### src/rtl/ipi_pkg.sv
package ipi_pkg;
  localparam int unsigned OFS_SEND_ONE  = 'h00;
  localparam int unsigned OFS_SEND_MANY = 'h08;
  localparam int unsigned OFS_ACK       = 'h10;
  localparam int unsigned OFS_OVF       = 'h18;
  localparam int unsigned TGT_W         = 16;

  typedef enum logic [2:0] {
    OP_NONE,
    OP_SEND_ONE,
    OP_SEND_MANY,
    OP_ACK_RD,
    OP_FLUSH,
    OP_OVF_RD
  } ipi_op_e;
endpackage

### src/rtl/ipi_decode.sv
module ipi_decode
  import ipi_pkg::*;
#(
  parameter int unsigned N_CPU  = 4,
  parameter int unsigned ADDR_W = 8,
  parameter int unsigned ID_W   = 2
) (
  input  logic              sel_i,
  input  logic              we_i,
  input  logic [ADDR_W-1:0] addr_i,
  input  logic [TGT_W-1:0]  tgt_i,
  input  logic [ID_W-1:0]   req_id_i,
  output ipi_op_e           op_o,
  output logic [N_CPU-1:0]  push_o,
  output logic [N_CPU-1:0]  pop_o,
  output logic [N_CPU-1:0]  flush_o
);
  localparam logic [ADDR_W-1:0] A_ONE  = ADDR_W'(OFS_SEND_ONE);
  localparam logic [ADDR_W-1:0] A_MANY = ADDR_W'(OFS_SEND_MANY);
  localparam logic [ADDR_W-1:0] A_ACK  = ADDR_W'(OFS_ACK);
  localparam logic [ADDR_W-1:0] A_OVF  = ADDR_W'(OFS_OVF);

  always_comb begin
    op_o = OP_NONE;
    if (sel_i) begin
      unique case (addr_i)
        A_ONE:   op_o = we_i ? OP_SEND_ONE  : OP_NONE;
        A_MANY:  op_o = we_i ? OP_SEND_MANY : OP_NONE;
        A_ACK:   op_o = we_i ? OP_FLUSH     : OP_ACK_RD;
        A_OVF:   op_o = we_i ? OP_NONE      : OP_OVF_RD;
        default: op_o = OP_NONE;
      endcase
    end
  end

  for (genvar i = 0; i < N_CPU; i++) begin : g_mask
    logic tgt_hit, req_hit;
    assign tgt_hit    = (tgt_i == TGT_W'(i));
    assign req_hit    = (req_id_i == ID_W'(i));
    // an out-of-range target hits no index: none for one, all for many
    assign push_o[i]  = ((op_o == OP_SEND_ONE) && tgt_hit) ||
                        ((op_o == OP_SEND_MANY) && !tgt_hit);
    assign pop_o[i]   = (op_o == OP_ACK_RD) && req_hit;
    assign flush_o[i] = (op_o == OP_FLUSH) && req_hit;
  end
endmodule

### src/rtl/ipi_queue.sv
module ipi_queue #(
  parameter int unsigned DEPTH = 4,
  parameter int unsigned NUM_W = 16
) (
  input  logic             clk_i,
  input  logic             rst_ni,
  input  logic             push_i,
  input  logic [NUM_W-1:0] num_i,
  input  logic             pop_i,
  input  logic             flush_i,
  output logic [NUM_W-1:0] head_o,
  output logic             empty_o,
  output logic             ovf_o
);
  localparam int unsigned PTR_W = (DEPTH > 1) ? $clog2(DEPTH) : 1;
  localparam int unsigned CNT_W = $clog2(DEPTH + 1);
  localparam logic [PTR_W-1:0] PTR_LAST = PTR_W'(DEPTH - 1);
  localparam logic [CNT_W-1:0] CNT_FULL = CNT_W'(DEPTH);

  logic [NUM_W-1:0] mem_q [DEPTH];
  logic [PTR_W-1:0] rd_q, wr_q;
  logic [CNT_W-1:0] cnt_q;
  logic             full, push_ok, pop_ok;

  assign full    = (cnt_q == CNT_FULL);
  assign empty_o = (cnt_q == '0);
  assign push_ok = push_i && !full;
  assign pop_ok  = pop_i && !empty_o;
  assign head_o  = mem_q[rd_q];

  function automatic logic [PTR_W-1:0] nxt(input logic [PTR_W-1:0] p);
    return (p == PTR_LAST) ? '0 : p + PTR_W'(1);
  endfunction

  always_ff @(posedge clk_i or negedge rst_ni) begin
    if (!rst_ni) begin
      rd_q  <= '0;
      wr_q  <= '0;
      cnt_q <= '0;
      ovf_o <= 1'b0;
    end else begin
      if (push_i && full) ovf_o <= 1'b1;
      if (flush_i) begin
        rd_q  <= '0;
        wr_q  <= '0;
        cnt_q <= '0;
      end else begin
        if (push_ok) wr_q <= nxt(wr_q);
        if (pop_ok)  rd_q <= nxt(rd_q);
        if (push_ok && !pop_ok)      cnt_q <= cnt_q + CNT_W'(1);
        else if (pop_ok && !push_ok) cnt_q <= cnt_q - CNT_W'(1);
      end
    end
  end

  for (genvar e = 0; e < DEPTH; e++) begin : g_slot
    always_ff @(posedge clk_i) begin
      if (push_ok && !flush_i && (wr_q == PTR_W'(e))) mem_q[e] <= num_i;
    end
  end
endmodule

### src/rtl/ipi_rdmux.sv
module ipi_rdmux
  import ipi_pkg::*;
#(
  parameter int unsigned N_CPU  = 4,
  parameter int unsigned NUM_W  = 16,
  parameter int unsigned DATA_W = 32,
  parameter int unsigned ID_W   = 2
) (
  input  ipi_op_e                       op_i,
  input  logic [ID_W-1:0]               req_id_i,
  input  logic [N_CPU-1:0][NUM_W-1:0]   head_i,
  input  logic [N_CPU-1:0]              empty_i,
  input  logic [N_CPU-1:0]              ovf_i,
  output logic [DATA_W-1:0]             rdata_o
);
  logic             req_ok;
  logic [NUM_W-1:0] head_sel;
  logic             empty_sel;

  assign req_ok = (32'(req_id_i) < N_CPU);

  always_comb begin
    head_sel  = '0;
    empty_sel = 1'b1;
    for (int i = 0; i < N_CPU; i++) begin
      if (req_ok && (req_id_i == ID_W'(i))) begin
        head_sel  = head_i[i];
        empty_sel = empty_i[i];
      end
    end
  end

  always_comb begin
    rdata_o = '0;
    unique case (op_i)
      OP_ACK_RD: if (!empty_sel) rdata_o = DATA_W'(head_sel);
      OP_OVF_RD: rdata_o = DATA_W'(ovf_i);
      default:   rdata_o = '0;
    endcase
  end
endmodule

### src/rtl/ipi_mailbox.sv
module ipi_mailbox
  import ipi_pkg::*;
#(
  parameter int unsigned N_CPU  = 4,
  parameter int unsigned DEPTH  = 4,
  parameter int unsigned ADDR_W = 8,
  parameter int unsigned DATA_W = 32,
  parameter int unsigned ID_W   = (N_CPU > 1) ? $clog2(N_CPU) : 1
) (
  input  logic              clk_i,
  input  logic              rst_ni,
  input  logic              sel_i,
  input  logic              we_i,
  input  logic [ADDR_W-1:0] addr_i,
  input  logic [ID_W-1:0]   req_id_i,
  input  logic [DATA_W-1:0] wdata_i,
  output logic [DATA_W-1:0] rdata_o,
  output logic [N_CPU-1:0]  irq_o
);
  localparam int unsigned NUM_W = DATA_W - TGT_W;

  ipi_op_e                     op;
  logic [N_CPU-1:0]            push, pop, flush, empty, ovf_q;
  logic [N_CPU-1:0][NUM_W-1:0] head;

  ipi_decode #(.N_CPU(N_CPU), .ADDR_W(ADDR_W), .ID_W(ID_W)) u_decode (
    .sel_i    (sel_i),
    .we_i     (we_i),
    .addr_i   (addr_i),
    .tgt_i    (wdata_i[TGT_W-1:0]),
    .req_id_i (req_id_i),
    .op_o     (op),
    .push_o   (push),
    .pop_o    (pop),
    .flush_o  (flush)
  );

  for (genvar i = 0; i < N_CPU; i++) begin : g_cpu
    ipi_queue #(.DEPTH(DEPTH), .NUM_W(NUM_W)) u_queue (
      .clk_i   (clk_i),
      .rst_ni  (rst_ni),
      .push_i  (push[i]),
      .num_i   (wdata_i[DATA_W-1:TGT_W]),
      .pop_i   (pop[i]),
      .flush_i (flush[i]),
      .head_o  (head[i]),
      .empty_o (empty[i]),
      .ovf_o   (ovf_q[i])
    );
    assign irq_o[i] = !empty[i];
  end

  ipi_rdmux #(.N_CPU(N_CPU), .NUM_W(NUM_W), .DATA_W(DATA_W), .ID_W(ID_W)) u_rdmux (
    .op_i     (op),
    .req_id_i (req_id_i),
    .head_i   (head),
    .empty_i  (empty),
    .ovf_i    (ovf_q),
    .rdata_o  (rdata_o)
  );
endmodule

### config.mk
export PLATFORM = sky130hd
export DESIGN_NAME = ipi_mailbox
export DESIGN_NICKNAME = d
export VERILOG_FILES = /design/src/rtl/ipi_pkg.sv /design/src/rtl/ipi_decode.sv /design/src/rtl/ipi_queue.sv /design/src/rtl/ipi_rdmux.sv /design/src/rtl/ipi_mailbox.sv
export SDC_FILE = /design/constraint.sdc
export NUM_CORES = 1
export LEC_CHECK = 0
export BUFFER_PORTS_ARGS = -buffer_cell sky130_fd_sc_hd__buf_2
export CAP_MARGIN = 20
export CELL_PAD_IN_SITES_DETAIL_PLACEMENT = 1
export CELL_PAD_IN_SITES_GLOBAL_PLACEMENT = 1
export CORE_AREA = 3 3 196 198
export CTS_BUF_LIST = sky130_fd_sc_hd__clkbuf_8 sky130_fd_sc_hd__clkbuf_16
export DETAILED_ROUTE_END_ITERATION = 8
export DIE_AREA = 0 0 199 201
export PLACE_DENSITY_LB_ADDON = 0.25
export SLEW_MARGIN = 10
export SYNTH_ARGS = -nofsm -noshare
export SYNTH_HDL_FRONTEND = slang
export SYNTH_SLANG_ARGS = --single-unit
### constraint.sdc
create_clock -name clk_i -period 3.5 [get_ports clk_i]
set_clock_uncertainty 0.05 [all_clocks]
set_input_delay 0.35 -clock clk_i [delete_from_list [all_inputs] [get_ports clk_i]]
set_output_delay 0.35 -clock clk_i [all_outputs]
set_load 0.05 [all_outputs]
# Word-level counts from Yosys, hierarchy flattened
# Memories as Yosys holds them, arrays and structs flattened.
# Cells that the tools add are included.
word_totals:
  ram_bits: 256
  n_memories: 4
  regBits: 32
  in_bits: 46
classes:
  n_eq_ne: 34
  n_addsub: 16
  n_mux: 120
  reduce_logical: 119
mem_list:
  columns: ["memory", "depth", "width", "read_ports", "rd_clocked_by_memory_dff", "wr", "line_no", "source"]
  rows:
  - ["g_cpu[0].u_queue.mem_q", 4, 16, 1, 0, 1, "ipi_queue.sv:20", "logic [NUM_W-1:0] mem_q [DEPTH];"]
  - ["g_cpu[1].u_queue.mem_q", 4, 16, 1, 0, 1, "ipi_queue.sv:20", null]
  - ["g_cpu[2].u_queue.mem_q", 4, 16, 1, 0, 1, "ipi_queue.sv:20", null]
  - ["g_cpu[3].u_queue.mem_q", 4, 16, 1, 0, 1, "ipi_queue.sv:20", null]
op_table:
  columns: ["op", "n"]
  rows:
  - ["$mux 16", 17]
  - ["$reduce_or 16->1", 12]
  - ["$mux 2", 37]
  - ["$logic_and 1x1->1", 56]
  - ["$mux 1", 49]
  - ["$mux 3", 15]
  - ["$eq 16x2->1 const B", 2]
  - ["$pmux 16 s2", 1]
  - ["$eq 2x2->1 const B", 14]
  - ["$logic_not 1->1", 24]
  - ["$eq 3x3->1 const B", 6]
  - ["$add 2x1->2 const B", 8]
  - ["$eq 16x1->1 const B", 1]
  - ["$eq 8x5->1 const B", 2]
  - ["$logic_not 16->1", 1]
  - ["$reduce_bool 2->1", 8]
  - ["$add 3x1->3 const B", 4]
  - ["$logic_not 3->1", 4]
  - ["$pmux 3 s4", 1]
  - ["$reduce_bool 3->1", 4]
  - ["$sub 3x1->3 const B", 4]
  - ["$eq 2x1->1 const B", 5]
  - ["$logic_not 2->1", 5]
  - ["$eq 8x4->1 const B", 1]
  - ["other kinds (4)", 8]

# Longest topological paths before layout
logic_depth:
  word_depth: 15
  mapped_depth: 11
  depth_no_buf: 11

# Modules after synthesis
# A second synthesis with hierarchy kept.
hier_totals:
  cells_unflattened: 721
  hier_area_um2: 12897.4
by_module_without_submodules:
  columns: ["mod", "area_per_inst_um2", "instances", "cells_each"]
  rows:
  - ["ipi_queue at g_cpu[0].u_queue ...", 2946.6, 2, 151]
  - ["ipi_queue at g_cpu[2].u_queue", 2947.8, 1, 149]
  - ["ipi_queue at g_cpu[3].u_queue", 2915.3, 1, 149]
  - ["ipi_rdmux", 789.5, 1, 70]
  - ["ipi_decode", 336.6, 1, 47]
  - ["ipi_mailbox", 15.0, 1, 4]

# Worst setup path before layout
# No wires, ideal clock.
synth_path:
  path_kind: "input to register"
  startpoint: "input addr_i[6]"
  endpoint: "register g_cpu[3].u_queue.cnt_q[2]"
  t_required_ps: 3323
  stages: 11
  arrival_ps: 2868
  setup_slack_ps: 456
  setup_time_ps: 127
  path_cell_list: "or4_4 -> or4_4 -> buf_6 -> nor3_4 -> ha_1 -> inv_1 -> fa_1 -> xor2_1 -> nor2_1 -> xnor2_1 -> nor2_1"
synth_via:
  elab_chain_cells: 10
  elab_cells_between_ends: 24
  cone_classes: "7 x eq/ne; 4 x mux; 13 x reduce/logical"
synth_lines:
  columns: ["item", "line_no", "source"]
  rows:
  - ["start: declaration", "ipi_mailbox.sv:14", "input logic [ADDR_W-1:0] addr_i,"]
  - ["$eq 8x5->1 (tied with other cells)", "ipi_decode.sv:26", "unique case (addr_i)"]
  - ["$pmux 3 s4 (*)", "ipi_decode.sv:26", null]
  - ["$mux 3 (*)", "ipi_decode.sv:25", "if (sel_i) begin"]
  - ["$eq 3x1->1 (tied with other cells)", "ipi_decode.sv:41", "assign push_o[i] = ((op_o == OP_SEND_ONE) && tgt_hit) ||"]
  - ["$logic_and 1x1->1, on equally long branches", "ipi_decode.sv:41, ipi_decode.sv:42, ipi_decode.sv:43", null]
  - ["$logic_or 1x1->1 / $logic_and 1x1->1 (equally long branches)", "ipi_decode.sv:41, ipi_queue.sv:28", null]
  - ["$logic_and 1x1->1 / $logic_not 1->1 (equally long branches)", "ipi_queue.sv:27, ipi_queue.sv:50", null]
  - ["$logic_and 1x1->1 / $logic_not 1->1 (equally long branches)", "ipi_queue.sv:50, ipi_queue.sv:51", null]
  - ["$mux 3 / $logic_and 1x1->1 (equally long branches)", "ipi_queue.sv:50, ipi_queue.sv:51", null]
  - ["$mux 3 / $reduce_bool 3->1 (equally long branches)", null, null]
  - ["end signal: assignment", "ipi_queue.sv:50", "if (push_ok && !pop_ok) cnt_q <= cnt_q + CNT_W'(1);"]
  - ["end signal: assignment", "ipi_queue.sv:51", "else if (pop_ok && !push_ok) cnt_q <= cnt_q - CNT_W'(1);"]
  - ["end: declaration", "ipi_queue.sv:22", "logic [CNT_W-1:0] cnt_q;"]
# Every way passes the cells marked *; elsewhere a longest branch is shown, timed or not.
# A chain may end at the register's enable or synchronous reset.

# Worst setup path after layout
layout_path:
  startpoint: "register g_cpu[0].u_queue.rd_q[0]"
  endpoint: "output rdata_o[14]"
layout_via:
  elab_chain_cells: 7
layout_lines:
  columns: ["item", "line_no", "source"]
  rows:
  - ["start: declaration", "ipi_queue.sv:21", "logic [PTR_W-1:0] rd_q, wr_q;"]
  - ["start signal: assignment", "ipi_queue.sv:49", "if (pop_ok) rd_q <= nxt(rd_q);"]
  - ["$mem_v2 4x16", null, null]
  - ["$mux 16 (4 in series)", "ipi_rdmux.sv:26", "if (req_ok && (req_id_i == ID_W'(i))) begin"]
  - ["$mux 16", "ipi_rdmux.sv:36", "OP_ACK_RD: if (!empty_sel) rdata_o = DATA_W'(head_sel);"]
  - ["$pmux 16 s2", "ipi_rdmux.sv:35", "unique case (op_i)"]
  - ["end: declaration", "ipi_mailbox.sv:17", "output logic [DATA_W-1:0] rdata_o,"]
# Every way passes these cells.

==> impl_results.md <==
- Switching Share: 21.1%
- Synth warnings: 0
- DR iter-0 viols: 431
- I/O pin cnt: 82
- Setup TNS: 0 ps
- Reg2Reg Setup Slack: 1020 ps
- Top post-synthesis cells by area: edfxtp_1 63%, mux4_2 14%, dfrtp_1 6.6%, ha_1 2.5%, nor2_1 1.4%
- Vias in the first global route: 6987
- Simple-gate area share of the yosys netlist: 5.91%
- Max Cap Violations: 0
- Clock sinks: 288
- Clock Latency Late Sink: 540 ps
- Num rows: 70
- Post-synthesis cell type count: 43
- Main combinational cell family by area after synthesis: multiplexers
- Async SR Flop Fraction: 11.1%
- Xor and xnor area share after synthesis: 1.16%
- Largest net degree at the start of global routing: 33
- Die width: 199 um
- Total CTS buffers: 30
- Worst Reg-to-Reg Cells: 9
- Area delta synth->final: 15.6%
- Post-CTS Setup Bufs: 0
- Clock root cell: clkbuf_16
- First-pass DRT Iterations: 4
- Sequential share of the synthesized area: 70.0%
- Startpoint Class: flop
- Yosys top cell area share: 63.4%
- Slew @ Worst Pin: 773 ps
- Mux cell area share after synthesis: 15.4%
- Max Freq: 304 MHz
- Final Critical Period: 3290 ps
- Die Ht: 201 um
- First-pass GRT wire length: 44400 um
- Leak: 4.95 nW
- Cts repair resizes: 0
- Critical R2R Capture: g_cpu[3].u_queue.cnt_q[2]
- Initial Util: 33.0%
- Reg power frac: 54.6%
- Die ar.: 40000 um2
- Vias per cell: 4.99
- Hold_sp: wdata_i[21]
- Final setup vio count: 0
- Tcrit/Tclk final: 94.1%
- CP Capture Type: primary output
- Ys flop type: edfxtp_1
- CP max FO: 8
- Nets: 815
- Slew HR: 48.0%
- Clock power frac: 41.4%
- Critical setup path kind: flop to primary output
- Worst Path Arrival: 2890 ps
- RSZ-0062 raised after global routing: no
- Critical Path RT: 3100 ps
- Vias: 6148
- CTS Buffer Depth: 3
- Total grt overflow: 0
- Area share of fa/ha/maj cells after synthesis: 3.14%
- GRT Overall Usage: 14.9%
- Post-route ant nets: 0
- Gpl congestion: 0.741
- Combinational power share: 4.0%
- Most common library cells after synthesis: 256 x edfxtp_1, 75 x mux4_2, 44 x nor2_1
- Pint: 5.45 mW
- Mapped Cells: 639
- Synth Area in Compound Gates: 1.83%
- Max rail drop VDD: 353 uV
- Dpl hpwl: 18900 um
- Largest area contributor in the netlist: edfxtp_1
- Status: finished clean
- Htree depth: 1
- Drt wl/cell: 24.0 um
- Power Density: 492 nW/um2
- Share of cells above drive strength 1: 30.9%
- Net Sw Power: 1.46 mW
- Core footprint: 36700 um2
- Max-slew violations: 0
- Hold Path Sink: g_cpu[2].u_queue.mem_q[2][5]
- R2r startpoint: g_cpu[3].u_queue.cnt_q[1]
- Synth Area per Inst: 19.0 um2
- Register bit count reported by yosys: 288
- Final hold vios: 0
- Fin util: 38.2%
- Hold path depth: 1
- # DRC: 0
- Diodes inserted: 0
- Reg clk slew, reported paths: 60 ps
- Number of port buffers: 65
- CTS tree: built
- Initial antenna violation count: 2
- Routed WL: 29600 um
- Hold Path Class: primary input to flop
- Netlist Area Pre-Place: 12100 um2
- Post-synth EDFFs: 256
- Most frequent cell after synthesis: edfxtp_1
## critical path, cell delays in order, from the launching register on
cell     delay (ps)
dfrtp_1         690
buf_12          230
mux4_2          510
mux4_2          460
and3_1          230
buf_2           220
## layout by cell type (no fill, tap or decap), types with 11 or more instances in the layout
cell type	n
xnor2_1	11
buf_4	31
nor2_1	44
conb_1	16
and2_1	13
dfrtp_1	32
mux4_2	75
and3_1	13
ha_1	24
clkbuf_16	30
inv_1	27
buf_2	65
edfxtp_1	256
## repair_timing
| item | 4_1_cts | 5_1_grt |
|---|---|---|
| hold buffers | 1 | 0 |
| hold endpoints to repair | 32 | 0 |
| endpoints found under the setup margin | 0 | 0 |
## stage by stage
stage / hold WS, ps / instance area (um2) / setup slack, ps / power [mW] / cells
2_1_floorplan: 4.41 / 12200 / 456 / 4.01 / 654
3_3_place_gp: 414 / 13100 / 369 / 4.10 / 1176
3_5_place_dp: 416 / 13100 / 308 / 4.12 / 1176
4_1_cts: 100 / 14000 / 119 / 6.99 / 1231
5_1_grt: 115 / 14000 / 30.6 / 7.16 / 1231
6_report: 129 / 14000 / 206 / 6.90 / 1231
## power groups by stage
| stage | clock, mW | combinational (mW) | sequential (mW) |
|---|---|---|---|
| after floorplan | 0 | 0.171 | 3.84 |
| after global placement | 0 | 0.261 | 3.84 |
| after detailed placement | 0 | 0.278 | 3.84 |
| after CTS | 2.94 | 0.280 | 3.77 |
| after global routing | 3.09 | 0.305 | 3.77 |
| final | 2.86 | 0.275 | 3.77 |
## state kept, by name (all words and copies together), names as in the netlist
signal and flops:
g_cpu.u_queue.cnt_q 12, g_cpu.u_queue.mem_q 256, g_cpu.u_queue.ovf_o 4, g_cpu.u_queue.rd_q 8
g_cpu.u_queue.wr_q 8
## logic make-up after synthesis
family                   count (synthesis)
flip-flops                             288
AND/OR/NAND/NOR                        123
multiplexers                            92
buffers and inverters                   61
AO/OA/AOI/OAI                           30
adder cells (fa/ha/maj)                 28
XOR/XNOR                                16
other                                    1
## how the worst max path moves through the flow
stage | from | end | slack (ps)
after floorplan | addr_i[6] | g_cpu[3].u_queue.cnt_q[2] | 460
after global placement | addr_i[6] | g_cpu[3].u_queue.cnt_q[2] | 370
after detailed placement | wdata_i[13] | g_cpu[2].u_queue.cnt_q[1] | 310
after CTS | g_cpu[0].u_queue.rd_q[0] | rdata_o[7] | 120
after global routing | g_cpu[0].u_queue.rd_q[0] | rdata_o[14] | 30
final | g_cpu[0].u_queue.rd_q[0] | rdata_o[14] | 210
## cell type report
class                           instances  area (um2)
Clock buffer                           30         751
Tap cell                              468         586
Fill cell                            3607       22700
Sequential cell                       288        8490
Inverter                               17        63.8
Multi-Input combinational cell        305        3390
Timing Repair Buffer                   99         608
Clock inverter                         24         134
## routing by layer
metal / vias to the layer above / GRT usage, % / wire length, um
met2: 129 / 26.6 / 15800
met4: 2 / 2.81 / 351
met5: - / 0 / 13
li1: 2697 / - / -
met3: 32 / 2.22 / 1280
met1: 3288 / 19.4 / 12200
Note: power is estimated with default switching activity, not from simulation.
